--- src/rtl/ilk_pkg.sv ---
package ilk_pkg;

   typedef enum logic [1:0] {
      CLS_INT = 2'd0,
      CLS_FPU = 2'd1,
      CLS_LDD = 2'd2,
      CLS_STD = 2'd3
   } ilk_cls_e;

   function automatic logic cls_writes_fp(input ilk_cls_e c);
      return (c == CLS_FPU) || (c == CLS_LDD);
   endfunction

   function automatic logic cls_reads_a(input ilk_cls_e c);
      return (c == CLS_FPU) || (c == CLS_STD);
   endfunction

   function automatic logic cls_reads_b(input ilk_cls_e c);
      return (c == CLS_FPU);
   endfunction

   function automatic int imax(input int a, input int b);
      return (a > b) ? a : b;
   endfunction

endpackage

--- src/rtl/ilk_scoreboard.sv ---
module ilk_scoreboard
   import ilk_pkg::*;
#(
   parameter int NREG   = 32,
   parameter int RW     = 5,
   parameter int REM_W  = 2,
   parameter int MAX_FP = 3,
   parameter int MAX_LD = 1
) (
   input  logic                        clk,
   input  logic                        rst_n,
   input  logic                        wr_en,
   input  ilk_cls_e                    wr_cls,
   input  logic [RW-1:0]               wr_idx,
   output logic [NREG-1:0][REM_W-1:0]  rem_o,
   output logic [NREG-1:0]             tag_fp_o
);

   localparam logic [REM_W-1:0] INIT_FP = REM_W'(MAX_FP);
   localparam logic [REM_W-1:0] INIT_LD = REM_W'(MAX_LD);

   for (genvar i = 0; i < NREG; i++) begin : g_reg
      logic             hit;
      logic [REM_W-1:0] rem_q;
      logic             tag_q;

      assign hit = wr_en && (wr_idx == RW'(i));

      always_ff @(posedge clk or negedge rst_n) begin
         if (!rst_n) begin
            rem_q <= '0;
            tag_q <= 1'b0;
         end else if (hit) begin
            rem_q <= (wr_cls == CLS_FPU) ? INIT_FP : INIT_LD;
            tag_q <= (wr_cls == CLS_FPU);
         end else if (rem_q != '0) begin
            rem_q <= rem_q - 1'b1;
         end
      end

      assign rem_o[i]    = rem_q;
      assign tag_fp_o[i] = tag_q;
   end

endmodule

--- src/rtl/ilk_hazard.sv ---
module ilk_hazard
   import ilk_pkg::*;
#(
   parameter int NREG   = 32,
   parameter int RW     = 5,
   parameter int REM_W  = 2,
   parameter int LAT_FF = 3,
   parameter int LAT_FS = 2,
   parameter int LAT_LF = 1,
   parameter int LAT_LS = 0,
   parameter int MAX_FP = 3,
   parameter int MAX_LD = 1
) (
   input  logic                        valid,
   input  ilk_cls_e                    cls,
   input  logic [RW-1:0]               src_a,
   input  logic [RW-1:0]               src_b,
   input  logic [NREG-1:0][REM_W-1:0]  rem,
   input  logic [NREG-1:0]             tag_fp,
   output logic                        hazard
);

   // remaining count above which a consumer must wait, per producer/consumer pair
   localparam int THR_FF = MAX_FP - LAT_FF;
   localparam int THR_FS = MAX_FP - LAT_FS;
   localparam int THR_LF = MAX_LD - LAT_LF;
   localparam int THR_LS = MAX_LD - LAT_LS;
   localparam int NSRC   = 2;

   logic [NSRC-1:0][RW-1:0] src;
   logic [NSRC-1:0]         used;
   logic [NSRC-1:0]         need;

   assign src[0]  = src_a;
   assign src[1]  = src_b;
   assign used[0] = cls_reads_a(cls);
   assign used[1] = cls_reads_b(cls);

   for (genvar p = 0; p < NSRC; p++) begin : g_src
      logic [REM_W-1:0] r_sel;
      logic             t_sel;
      int               thr;
      logic             need_q;

      assign r_sel = rem[src[p]];
      assign t_sel = tag_fp[src[p]];

      always_comb begin
         if (t_sel) thr = (cls == CLS_STD) ? THR_FS : THR_FF;
         else       thr = (cls == CLS_STD) ? THR_LS : THR_LF;
         need_q = used[p] && (int'(r_sel) > thr);
      end

      assign need[p] = need_q;
   end

   assign hazard = valid && (|need);

endmodule

--- src/rtl/ilk_stall_ctr.sv ---
module ilk_stall_ctr #(
   parameter int CNT_W   = 16,
   parameter bit SAT_CNT = 1'b1
) (
   input  logic             clk,
   input  logic             rst_n,
   input  logic             inc,
   output logic [CNT_W-1:0] cnt
);

   logic [CNT_W-1:0] nxt;

   if (SAT_CNT) begin : g_sat
      assign nxt = (cnt == '1) ? cnt : cnt + 1'b1;
   end else begin : g_wrap
      assign nxt = cnt + 1'b1;
   end

   always_ff @(posedge clk or negedge rst_n) begin
      if (!rst_n)   cnt <= '0;
      else if (inc) cnt <= nxt;
   end

endmodule

--- src/rtl/fp_interlock.sv ---
module fp_interlock
   import ilk_pkg::*;
#(
   parameter int NREG    = 32,
   parameter int LAT_FF  = 3,
   parameter int LAT_FS  = 2,
   parameter int LAT_LF  = 1,
   parameter int LAT_LS  = 0,
   parameter int CNT_W   = 16,
   parameter bit SAT_CNT = 1'b1,
   localparam int RW     = $clog2(NREG)
) (
   input  logic             clk,
   input  logic             rst_n,
   input  logic             iss_valid,
   input  logic [1:0]       iss_cls,
   input  logic [RW-1:0]    iss_dst,
   input  logic [RW-1:0]    iss_src_a,
   input  logic [RW-1:0]    iss_src_b,
   output logic             stall,
   output logic [CNT_W-1:0] stall_cnt
);

   localparam int MAX_FP  = imax(LAT_FF, LAT_FS);
   localparam int MAX_LD  = imax(LAT_LF, LAT_LS);
   localparam int MAX_ALL = imax(MAX_FP, MAX_LD);
   localparam int REM_W   = (MAX_ALL < 1) ? 1 : $clog2(MAX_ALL + 1);

   if (NREG < 2 || (1 << RW) != NREG) begin : g_bad_nreg
      $error("fp_interlock: NREG must be a power of two and at least 2");
   end
   if (LAT_FF < 0 || LAT_FS < 0 || LAT_LF < 0 || LAT_LS < 0) begin : g_bad_lat
      $error("fp_interlock: latencies must not be negative");
   end
   if (CNT_W < 1) begin : g_bad_cnt
      $error("fp_interlock: CNT_W must be at least 1");
   end

   ilk_cls_e                   cls;
   logic [NREG-1:0][REM_W-1:0] rem;
   logic [NREG-1:0]            tag_fp;
   logic                       hazard;
   logic                       wr_en;

   assign cls   = ilk_cls_e'(iss_cls);
   assign stall = hazard;
   assign wr_en = iss_valid && !hazard && cls_writes_fp(cls);

   ilk_scoreboard #(
      .NREG   (NREG),
      .RW     (RW),
      .REM_W  (REM_W),
      .MAX_FP (MAX_FP),
      .MAX_LD (MAX_LD)
   ) u_sb (
      .clk      (clk),
      .rst_n    (rst_n),
      .wr_en    (wr_en),
      .wr_cls   (cls),
      .wr_idx   (iss_dst),
      .rem_o    (rem),
      .tag_fp_o (tag_fp)
   );

   ilk_hazard #(
      .NREG   (NREG),
      .RW     (RW),
      .REM_W  (REM_W),
      .LAT_FF (LAT_FF),
      .LAT_FS (LAT_FS),
      .LAT_LF (LAT_LF),
      .LAT_LS (LAT_LS),
      .MAX_FP (MAX_FP),
      .MAX_LD (MAX_LD)
   ) u_hz (
      .valid  (iss_valid),
      .cls    (cls),
      .src_a  (iss_src_a),
      .src_b  (iss_src_b),
      .rem    (rem),
      .tag_fp (tag_fp),
      .hazard (hazard)
   );

   ilk_stall_ctr #(
      .CNT_W   (CNT_W),
      .SAT_CNT (SAT_CNT)
   ) u_ctr (
      .clk   (clk),
      .rst_n (rst_n),
      .inc   (hazard),
      .cnt   (stall_cnt)
   );

endmodule

--- config.mk ---
export PLATFORM = sky130hd
export DESIGN_NAME = fp_interlock
export DESIGN_NICKNAME = d
export VERILOG_FILES = /design/src/rtl/ilk_pkg.sv /design/src/rtl/ilk_scoreboard.sv /design/src/rtl/ilk_hazard.sv /design/src/rtl/ilk_stall_ctr.sv /design/src/rtl/fp_interlock.sv
export SDC_FILE = /design/constraint.sdc
export NUM_CORES = 1
export LEC_CHECK = 0
export ABC_AREA = 0
export BUFFER_PORTS_ARGS = -buffer_cell sky130_fd_sc_hd__buf_4
export CORE_ASPECT_RATIO = 0.75
export CORE_MARGIN = 1.5
export CORE_UTILIZATION = 33
export CTS_CLUSTER_SIZE = 8
export DETAILED_ROUTE_END_ITERATION = 10
export PLACE_DENSITY = 0.58
export SLEW_MARGIN = 20
export SYNTH_ARGS = -nofsm -noshare
export SYNTH_HDL_FRONTEND = slang
export SYNTH_SLANG_ARGS = --single-unit
--- constraint.sdc ---
create_clock -name clk -period 3.4 [get_ports clk]
set_input_delay 0.17 -clock clk [delete_from_list [all_inputs] [get_ports clk]]
set_output_delay 0.17 -clock clk [all_outputs]
set_load 0.01 [all_outputs]
==> results.txt, run 1 <==
status: finished with violations
failing checks: setup timing
Starting Density: 33.7%
root buf cell: clkbuf_16
ys async rst share: 100%
Worst Skew: 11.0 ps
Layout area overhead: 27.5%
vias per cell: 5.35
die span in y: 116 µm
CP required: 3660 ps
Skew-Pair Late Insertion Delay: 360 ps
maxcap violations: 0
Iter 0 DRT Violations: 414
area of the multi-input gates: 0.00359 mm²
CP Capture Type: flip-flop
worst-margin pin slew: 1010 ps
Crit Path Max Fanout: 6
synth top area cells: dfrtp_1 (35%), mux4_2 (14%), ha_1 (8.2%)
Final setup viols: 36
Hold Crit Class: primary input to flip-flop
share of post-route cells with drive strength above 1: 32.4%
crit start category: flip-flop
area leader, netlist: dfrtp_1
metal2 WL: 7010 µm
H-tree lvl count: 3
total clock sinks: 80
num rows: 41
Critical R2R Launch: u_sb.g_reg[25].rem_q[0]
Pre-antenna DRT Iters: 5
Pwr Total: 6.34 mW
fin crit share: 106%
Post-DP HPWL: 11,000 µm
core area: 0.0168 mm²
Residual DRC: 0
Placer Congestion: 0.883
die outline width: 154 µm
I/O pin count: 37
yosys warns: 0
vias in the first global route: 4,456
post-synth top area share: 35.4%
CTS tree: done
M1 WL: 7460 µm
Register Area: 0.00200 mm²
Slew Viols, Final: 0
crit path time final: 3600 ps
Hold Vio Cnt, Final: 0
RSZ-0062 raised after global routing: true
Post-synth EDFFs: 0
relative slew slack: 32.4%
CP Data Arrival Time: 3860 ps
worst setup path startpoint: u_sb.g_reg[25].rem_q[0]
Die Area: 0.0179 mm²
Clock Path Buffers: 2
clk slew on worst S/H paths: 70 ps
Num CTS Buffers: 9
metal3 WL: 1030 µm
critical path class: flip-flop to flip-flop
Syn Area/Cell: 10.3 µm²
Seq/Total Area, Yosys: 35.4%
setup ws final: -195 ps
setup TNS: -3790 ps
Detail Route Antenna Nets: 0
Synth Flop Type: dfrtp_1
GRT Util Overall: 18.3%
NumNets Final: 687
Post-Syn Instances: 550
min-delay src: iss_dst[2]
Routed WL per cell: 18.5 µm
Filler Cells Inserted: 1,593
initial antenna violation count: 0
Yosys reg bits: 80
global-route wire length before repair: 24,700 µm
largest net degree at the start of global routing: 81
pwr/cell area: 879 mW/mm²
Vias: 4,545
syn_nets: 607
post-synth cell types: 42
Remaining Overflow, GRT: 0
n_diodes: 0
leak pwr: 3.27 nW
Cell Area, Synth: 0.00566 mm²
IO buf count: 36
Total Wirelength: 15,800 µm
top routing layer in use: met4
f_max: 278 MHz
Max VDD drop: 272 µV
-- worst max-delay path: stages (launching register included) --
cell and delay, ps:
dfrtp_1 410, buf_6 130, mux4_2 470, mux4_2 510
mux2i_1 190, ha_2 200, o32a_1 120, o21ai_1 70
o32a_4 410, buf_12 150, buf_8 120, or4b_4 560
o21ai_2 160
-- synth_stat cells, drive strengths merged, types with 9 or more instances --
master  instances
a21oi          11
buf            13
clkbuf         10
dfrtp          80
ha             37
inv            70
mux2           28
mux2i          10
mux4           34
nand2          38
nand2b         10
nand3          12
nor2           23
nor3b          19
o21ai          56
o31a            9
xnor2          13
xor2           33
-- metrics by stage --
| step | util [%] | hold slack, ps | std cells | cell area, µm² | setup slack, ps |
|---|---|---|---|---|---|
| floorplan | - | -126 | 550 | 5660 | 26.6 |
| global placement | 37.8 | 419 | 809 | 6340 | -0.828 |
| detailed placement | 37.8 | 441 | 809 | 6340 | -66.1 |
| CTS | 41.3 | 56.5 | 836 | 6930 | -137 |
| global route | 43.0 | 210 | 850 | 7220 | -284 |
| finish | 43.0 | 206 | 850 | 7220 | -195 |
-- placed cells by master (no fill, tap or decap), drive strengths merged, types with 10 or more instances in the layout --
master / synthesis / routed
nand2b: 10 / 10
mux2i: 10 / 10
mux2: 28 / 28
nor2: 23 / 23
clkbuf: 10 / 10
nand2: 38 / 38
buf: 13 / 90
a21oi: 11 / 11
nand3: 12 / 12
mux4: 34 / 34
dfrtp: 80 / 80
xor2: 33 / 33
ha: 37 / 37
xnor2: 13 / 13
o21ai: 56 / 56
inv: 70 / 77
nor3b: 19 / 19
-- final cells by class --
| class | instances | area share, % |
|---|---|---|
| multi-input combinational | 377 | 49.7 |
| sequential | 80 | 27.7 |
| timing repair buffer | 92 | 11.1 |
| tap | 215 | 3.73 |
| inverter | 70 | 3.64 |
| clock buffer | 9 | 3.12 |
| clock inverter | 7 | 0.919 |
-- cells by family after synthesis --
kind of cell	count (synthesis)	synth area share, %
buf+inv	93	6.44
xor+xnor	46	7.12
simple gates	137	13.4
flops	80	35.4
fa+ha+maj	37	8.18
mux	72	20.9
compound gates	85	8.58
-- registers in the layout, summed over array words and instances, names as in the netlist --
| name | count |
|---|---|
| u_ctr.cnt | 16 |
| u_sb.g.rem_q | 64 |
-- power breakdown --
group / internal, mW / total [mW] / switching [mW]
Combinational: 1.91 / 3.42 / 1.50
Sequential: 1.42 / 1.93 / 0.516
Clock: 0.519 / 0.994 / 0.475
-- final timing paths --
path	slack, ps	endpoint	cells after the start
worst max-delay path	-200	u_sb.g_reg[22].rem_q[0]	12
worst min-delay path	210	u_sb.g_reg[17].rem_q[0]	3
worst max register to register	-200	u_sb.g_reg[22].rem_q[0]	12
worst min register to register	500	u_ctr.cnt[15]	1
max in group asynchronous	2420	u_sb.g_reg[7].rem_q[1]	2
min in group asynchronous	440	u_sb.g_reg[9].rem_q[0]	2
-- repair_timing --
item,4_1_cts,5_1_grt
gates resized for setup,40,44
pin swaps,16,15
gates cloned,2,1
buffers inserted,9,12
endpoints found under the hold margin,0,80
hold buffers,0,1
endpoints found under the setup margin,3,73
-- layer usage --
metal	track usage, %	vias to the layer above
li1	-	2102
met4	5.57	0
met1	25.3	2274
met2	28.7	145
met5	0	-
met3	4.34	24
(Power assumes the default switching activity.)
==> run 2: changes to the inputs <==
- CORE_UTILIZATION: 33 -> 56
- PLACE_DENSITY: 0.58 -> 0.86
- RECOVER_POWER: unset -> 50
==> run 2 against run 1 <==
Against the previous run: the flow finishes with violations (capacitance limit, slew limit, setup timing); combinational power shrank 1%; critical path type unchanged; total power rose by 1.9%; first-iteration DRC count grew 27%; highest routed layer unchanged; sequential power grew 5%; critical path depth decreased by 2; non-clock buffer count shrank 19; worst hold slack better by 32 ps.
==> results.txt, run 2 (synthesized netlist as in run 1, its figures left out) <==
Internal: 3.85 mW (about the same)
H-tree lvl count: 3 (unchanged)
Top Registers: u_sb.g.rem_q (64), u_ctr.cnt (16)
f_max: 273 MHz (-1.8%)
CP Data Arrival Time: 3920 ps (+60 ps)
cell mode on critical path: mux4_2
Worst Skew: 7.99 ps (-2.96 ps)
Post-DP HPWL: 10,600 µm (-3.4%)
Total Wirelength: 17,000 µm (+8.0%)
die outline width: 119 µm (-23%)
fin crit share: 108% (+1.9 points)
failing checks: capacitance limit, slew limit, setup timing
Max VDD drop: 341 µV (+25%)
Hold Vio Cnt, Final: 0 (unchanged)
CP peak stage delay: 600 ps (+40 ps)
Layout area overhead: 22.1%
Crit Path Max Fanout: 7 (+1)
Residual DRC: 0 (unchanged)
Detail Route Antenna Nets: 0 (unchanged)
num rows: 31 (-24%)
Skew-Pair Late Insertion Delay: 350 ps (about the same)
worst-margin pin slew: 2020 ps (+1010 ps)
core area: 0.00974 mm² (-42%)
GRT Util Overall: 31.3% (+13 points)
I/O pin count: 37 (unchanged)
total clock sinks: 80 (unchanged)
Most flops, register: u_sb.g.rem_q
critical path class: flip-flop to flip-flop
Psw: 2.62 mW (+5.0%)
root buf cell: clkbuf_16
CP Capture Type: flip-flop
Routed WL per cell: 22.8 µm (+23%)
Iter 0 DRT Violations: 527 (+27%)
Comb pwr share: 52.1% (-1.7 points)
share of post-route cells with drive strength above 1: 31.5% (-0.90 points)
pwr/cell area: 936 mW/mm² (+6.5%)
clock network power share: 16.4% (+0.7 points)
leak pwr: 3.12 nW (-4.7%)
Pwr Total: 6.47 mW (+1.9%)
Placer Congestion: 0.987 (+12%)
CTS tree: done
Final setup viols: 47 (+31%)
Vias: 4,907 (+8.0%)
max reg flops: 64 (unchanged)
switching part of the total: 40.5% (+1.2 points)
Starting Density: 58.1% (+24 points)
Clock Path Buffers: 2 (unchanged)
RSZ-0062 raised after global routing: true
Post-Layout Cell Count: 747 (-12%)
crit path time final: 3660 ps (+65.3 ps)
IO buf count: 36 (unchanged)
Hold Crit Class: primary input to flip-flop
global-route wire length before repair: 25,700 µm (+4.1%)
Sequential Power Share: 31.5% (+1.0 points)
Filler Cells Inserted: 614 (-61%)
commonest cells after routing, fill and taps aside: inv_1 (70), dfrtp_1 (70), buf_4 (66)
crit start category: flip-flop
relative slew slack: -34.9% (-67 points)
Remaining Overflow, GRT: 0 (unchanged)
setup ws final: -260 ps (-65.3 ps)
Slew Viols, Final: 81 (+81)
clk slew on worst S/H paths: 60 ps (about the same)
worst path cell trace: mux4_2 -> mux4_2 -> mux2i_1 -> ha_2 -> o32a_1 -> o21ai_2 -> o32a_4 -> buf_6 -> or4b_4 -> o21ai_1
maxcap violations: 1 (+1)
die span in y: 90.1 µm (-23%)
largest net degree at the start of global routing: 81 (unchanged)
CP max-delay cell: or4b_4
Die Area: 0.0107 mm² (-40%)
worst slack at placement: -157 ps (-90.6 ps)
vias per cell: 6.57 (+23%)
status: finished with violations
final hold slack: 237 ps (+31.8 ps)
vias in the first global route: 5,052 (+13%)
CP required: 3660 ps (about the same)
Pre-antenna DRT Iters: 5 (unchanged)
NumNets Final: 668 (-2.8%)
Num CTS Buffers: 9 (unchanged)
n_diodes: 0 (unchanged)
initial antenna violation count: 0 (unchanged)
placed cell count: 714 (-12%)
## run 2: area by class of cell
| cell class | instances | area [µm²] | area share [%] |
|---|---|---|---|
| multi-input combinational | 377 | 3560 | 51.5 |
| sequential | 80 | 2010 | 29.2 |
| clock buffer | 10 | 239 | 3.46 |
| timing repair buffer | 73 | 584 | 8.46 |
| inverter | 70 | 263 | 3.80 |
| clock inverter | 5 | 81.3 | 1.18 |
| tap | 132 | 165 | 2.39 |
## run 2: routing by layer
layer | share of wire (%) | track usage, % | vias to the layer above
li1 | - | - | 2069
met1 | 37 | 40.0 | 2383
met2 | 47 | 48.9 | 360
met3 | 11 | 9.77 | 95
met4 | 4.9 | 14.6 | 0
met5 | 0 | 0 | -
## run 2: path summary, 6_finish.rpt
| kind | start | to | slack, ps | cells after the start |
|---|---|---|---|---|
| worst min register to register | u_ctr.cnt[5] | u_ctr.cnt[5] | 490 | 1 |
| worst max register to register | u_sb.g_reg[11].rem_q[0] | u_sb.g_reg[22].rem_q[0] | -260 | 10 |
| max in group asynchronous | rst_n | u_sb.g_reg[10].rem_q[0] | 1120 | 2 |
| worst max-delay path | u_sb.g_reg[11].rem_q[0] | u_sb.g_reg[22].rem_q[0] | -260 | 10 |
| min in group asynchronous | rst_n | u_sb.g_reg[24].rem_q[1] | 940 | 2 |
| worst min-delay path | iss_dst[2] | u_sb.g_reg[2].rem_q[0] | 240 | 3 |
## run 2: metrics by stage
stage                     util [%]  cell area (µm²)  setup TNS (ps)
after floorplan                  -             5660               0
after global placement        63.2             6150               0
after detailed placement      63.2             6150           -1990
after CTS                     68.2             6640           -1650
after global routing          70.9             6910           -7620
final                         70.9             6910           -6160
## run 2: power groups by stage
stage                     clock network (mW)  logic [mW]  registers (mW)
after floorplan                            0        2.14            1.77
after global placement                     0        2.50            1.92
after detailed placement                   0        2.75            1.98
after CTS                               1.06        2.94            1.97
after global routing                    1.11        3.68            2.05
final                                   1.06        3.37            2.03
## run 2: critical path, delay by kind of cell (launching register included)
kind	cells	cell delay [ps]
muxes	3	1230
and+or+nand+nor	1	600
buffers and inverters	1	170
AOI/OAI and AO/OA	4	890
adders and majority gates	1	220
DFF	1	440
## run 2: repair_timing
item,CTS,global route
setup endpoints to repair,39,70
gates resized for setup,21,60
setup buffers,10,8
pin swaps,4,16
hold endpoints to repair,0,80
hold buffers,0,1
==> run 3: changes to the inputs <==
- SKIP_CTS_REPAIR_TIMING: unset -> 1
==> run 3 against run 2 <==
Against the previous run: total power up 7.3%; the flow still finishes with violations (capacitance limit, slew limit, setup timing); clock skew up 5.6 ps; fmax down 2.7%; count of clock-buffer cells in the layout unchanged; die area unchanged; clock power about the same; register-to-register slack worse by 100 ps; setup slack worse by 100 ps; design area up 4.1%; critical path depth up 1.
==> results.txt, run 3 (synthesized netlist as in run 1, its figures left out) <==
RSZ-0062 raised after global routing: true
clk slew on worst S/H paths: 70 ps (about the same)
fin crit share: 111% (+2.9 points)
relative slew slack: -34.9% (+0.055 points)
depth of the worst register-to-register path: 11 (+1)
share of post-route cells with drive strength above 1: 34.5% (+3.0 points)
final core utilization: 73.8% (+2.9 points)
min-delay src: iss_dst[2]
Skew-Pair Late Insertion Delay: 360 ps (about the same)
core area: 0.00974 mm² (unchanged)
Vias: 5,174 (+5.4%)
Die Area: 0.0107 mm² (unchanged)
vias per cell: 6.88 (+4.7%)
n_diodes: 0 (unchanged)
Detail Route Antenna Nets: 0 (unchanged)
Crit Reg-Reg Endpoint: u_sb.g_reg[22].rem_q[0]
Hold Vio Cnt, Final: 0 (unchanged)
Crit Path Max Fanout: 5 (-2)
root buf cell: clkbuf_16
Residual DRC: 0 (unchanged)
CP required: 3670 ps (about the same)
Max VDD drop: 418 µV (+23%)
Worst Skew: 13.6 ps (+5.58 ps)
num rows: 31 (unchanged)
max reg flops: 64 (unchanged)
IO buf count: 36 (unchanged)
Placer Congestion: 0.987 (unchanged)
Pre-antenna DRT Iters: 8 (+3)
worst-margin pin slew: 2020 ps (-0.821 ps)
cell mode on critical path: mux4_2
Most flops, register: u_sb.g.rem_q
Total Wirelength: 19,100 µm (+12%)
worst path cell trace: mux4_2 -> mux4_2 -> mux2i_1 -> ha_2 -> nor2_2 -> a31oi_4 -> nand3_2 -> o32a_4 -> buf_6 -> or4b_4 -> o21ai_1
status: finished with violations
initial antenna violation count: 0 (unchanged)
Post-Layout Cell Count: 752 (+0.67%)
Top Registers: u_sb.g.rem_q (64), u_ctr.cnt (16)
Filler Cells Inserted: 546 (-11%)
f_max: 266 MHz (-2.7%)
Critical path buffers and inverters: 1 (unchanged)
die outline width: 119 µm (unchanged)
die span in y: 90.1 µm (unchanged)
CP Data Arrival Time: 4030 ps (+110 ps)
Clock Path Buffers: 2 (unchanged)
setup ws final: -360 ps (-99.8 ps)
Post-DP HPWL: 10,600 µm (unchanged)
total clock sinks: 80 (unchanged)
Hold Crit Class: primary input to flip-flop
critical path class: flip-flop to flip-flop
GRT Util Overall: 29.7% (-1.6 points)
NumNets Final: 673 (+0.75%)
Starting Density: 58.1% (unchanged)
Remaining Overflow, GRT: 0 (unchanged)
commonest cells after routing, fill and taps aside: dfrtp_1 (78), inv_1 (70), buf_4 (61)
crit path time final: 3760 ps (+99.8 ps)
area of the multi-input gates: 0.00374 mm² (+5.1%)
CP delay by family, top: multiplexers
placed cell count: 714 (unchanged)
vias in the first global route: 4,837 (-4.3%)
maxcap violations: 1 (unchanged)
CTS tree: done
commonest non-fill, non-tap cell in the layout: dfrtp_1
I/O pin count: 37 (unchanged)
Register Area: 0.00200 mm² (-0.50%)
crit start category: flip-flop
CP max-delay cell: or4b_4
failing checks: capacitance limit, slew limit, setup timing
global-route wire length before repair: 24,500 µm (-4.5%)
Slew Viols, Final: 81 (unchanged)
Iter 0 DRT Violations: 727 (+38%)
largest net degree at the start of global routing: 81 (unchanged)
register-to-register setup slack: -360 ps (-100 ps)
worst slack at placement: -157 ps (unchanged)
Hold EP: u_sb.g_reg[18].rem_q[0]
Final setup viols: 75 (+60%)
Num CTS Buffers: 9 (unchanged)
Critical R2R Launch: u_sb.g_reg[11].rem_q[0]
CP Capture Type: flip-flop
Routed WL per cell: 25.4 µm (+12%)
leak pwr: 3.29 nW (+5.5%)
Layout area overhead: 27.0%
H-tree lvl count: 3 (unchanged)
Hold Path Depth: 3 (unchanged)
pwr/cell area: 966 mW/mm² (+3.2%)
CP peak stage delay: 620 ps (+20 ps)
run 3: worst register-to-register path: stages (launching register included):
cell	delay (ps)
dfrtp_1	470
mux4_2	560
mux4_2	480
mux2i_1	180
ha_2	210
nor2_2	50
a31oi_4	190
nand3_2	130
o32a_4	440
buf_6	160
or4b_4	630
o21ai_1	170
run 3: metrics by stage:
step	cell area (µm²)	total power [mW]	hold WS [ps]	TNS [ps]
3_3_place_gp	6150	4.42	403	0
3_5_place_dp	6150	4.73	414	-1990
4_1_cts	6470	5.85	49.4	-3070
5_1_grt	7190	7.25	241	-18030
2_1_floorplan	5660	3.91	-126	0
6_report	7190	6.94	227	-14860
run 3: layout make-up:
cell class	instances	area share [%]
multi-input cells	378	52.1
flip-flops and latches	80	27.9
repair buffers	77	9.63
inverters	70	3.66
clock buffers	10	3.33
well taps	132	2.30
clock inverters	5	1.13
run 3: layer usage:
metal | vias to the layer above | part of all wire (%) | GRT usage, % | wire (µm)
li1 | 2085 | - | - | -
met1 | 2493 | 36 | 38.1 | 6860
met2 | 442 | 46 | 46.5 | 8800
met3 | 154 | 11 | 9.33 | 2170
met4 | 0 | 6.9 | 13.0 | 1310
met5 | - | 0 | 0 | 0
run 3: power breakdown:
group          internal [mW]  switching [mW]
logic                   1.96            1.81
clock network          0.659           0.419
registers               1.42           0.670
total                   4.04            2.90
run 3: how the worst max path moves through the flow:
stage                                         end                     from  cells past startpoint
after floorplan           u_sb.g_reg[19].rem_q[1]             iss_src_b[0]                     12
after global routing       u_sb.g_reg[3].rem_q[1]  u_sb.g_reg[11].rem_q[0]                     14
after global placement    u_sb.g_reg[11].rem_q[1]             iss_src_b[0]                     10
after detailed placement  u_sb.g_reg[28].rem_q[0]             iss_src_b[0]                     11
after CTS                                   stall  u_sb.g_reg[19].rem_q[0]                     11
final                     u_sb.g_reg[22].rem_q[0]  u_sb.g_reg[11].rem_q[0]                     11
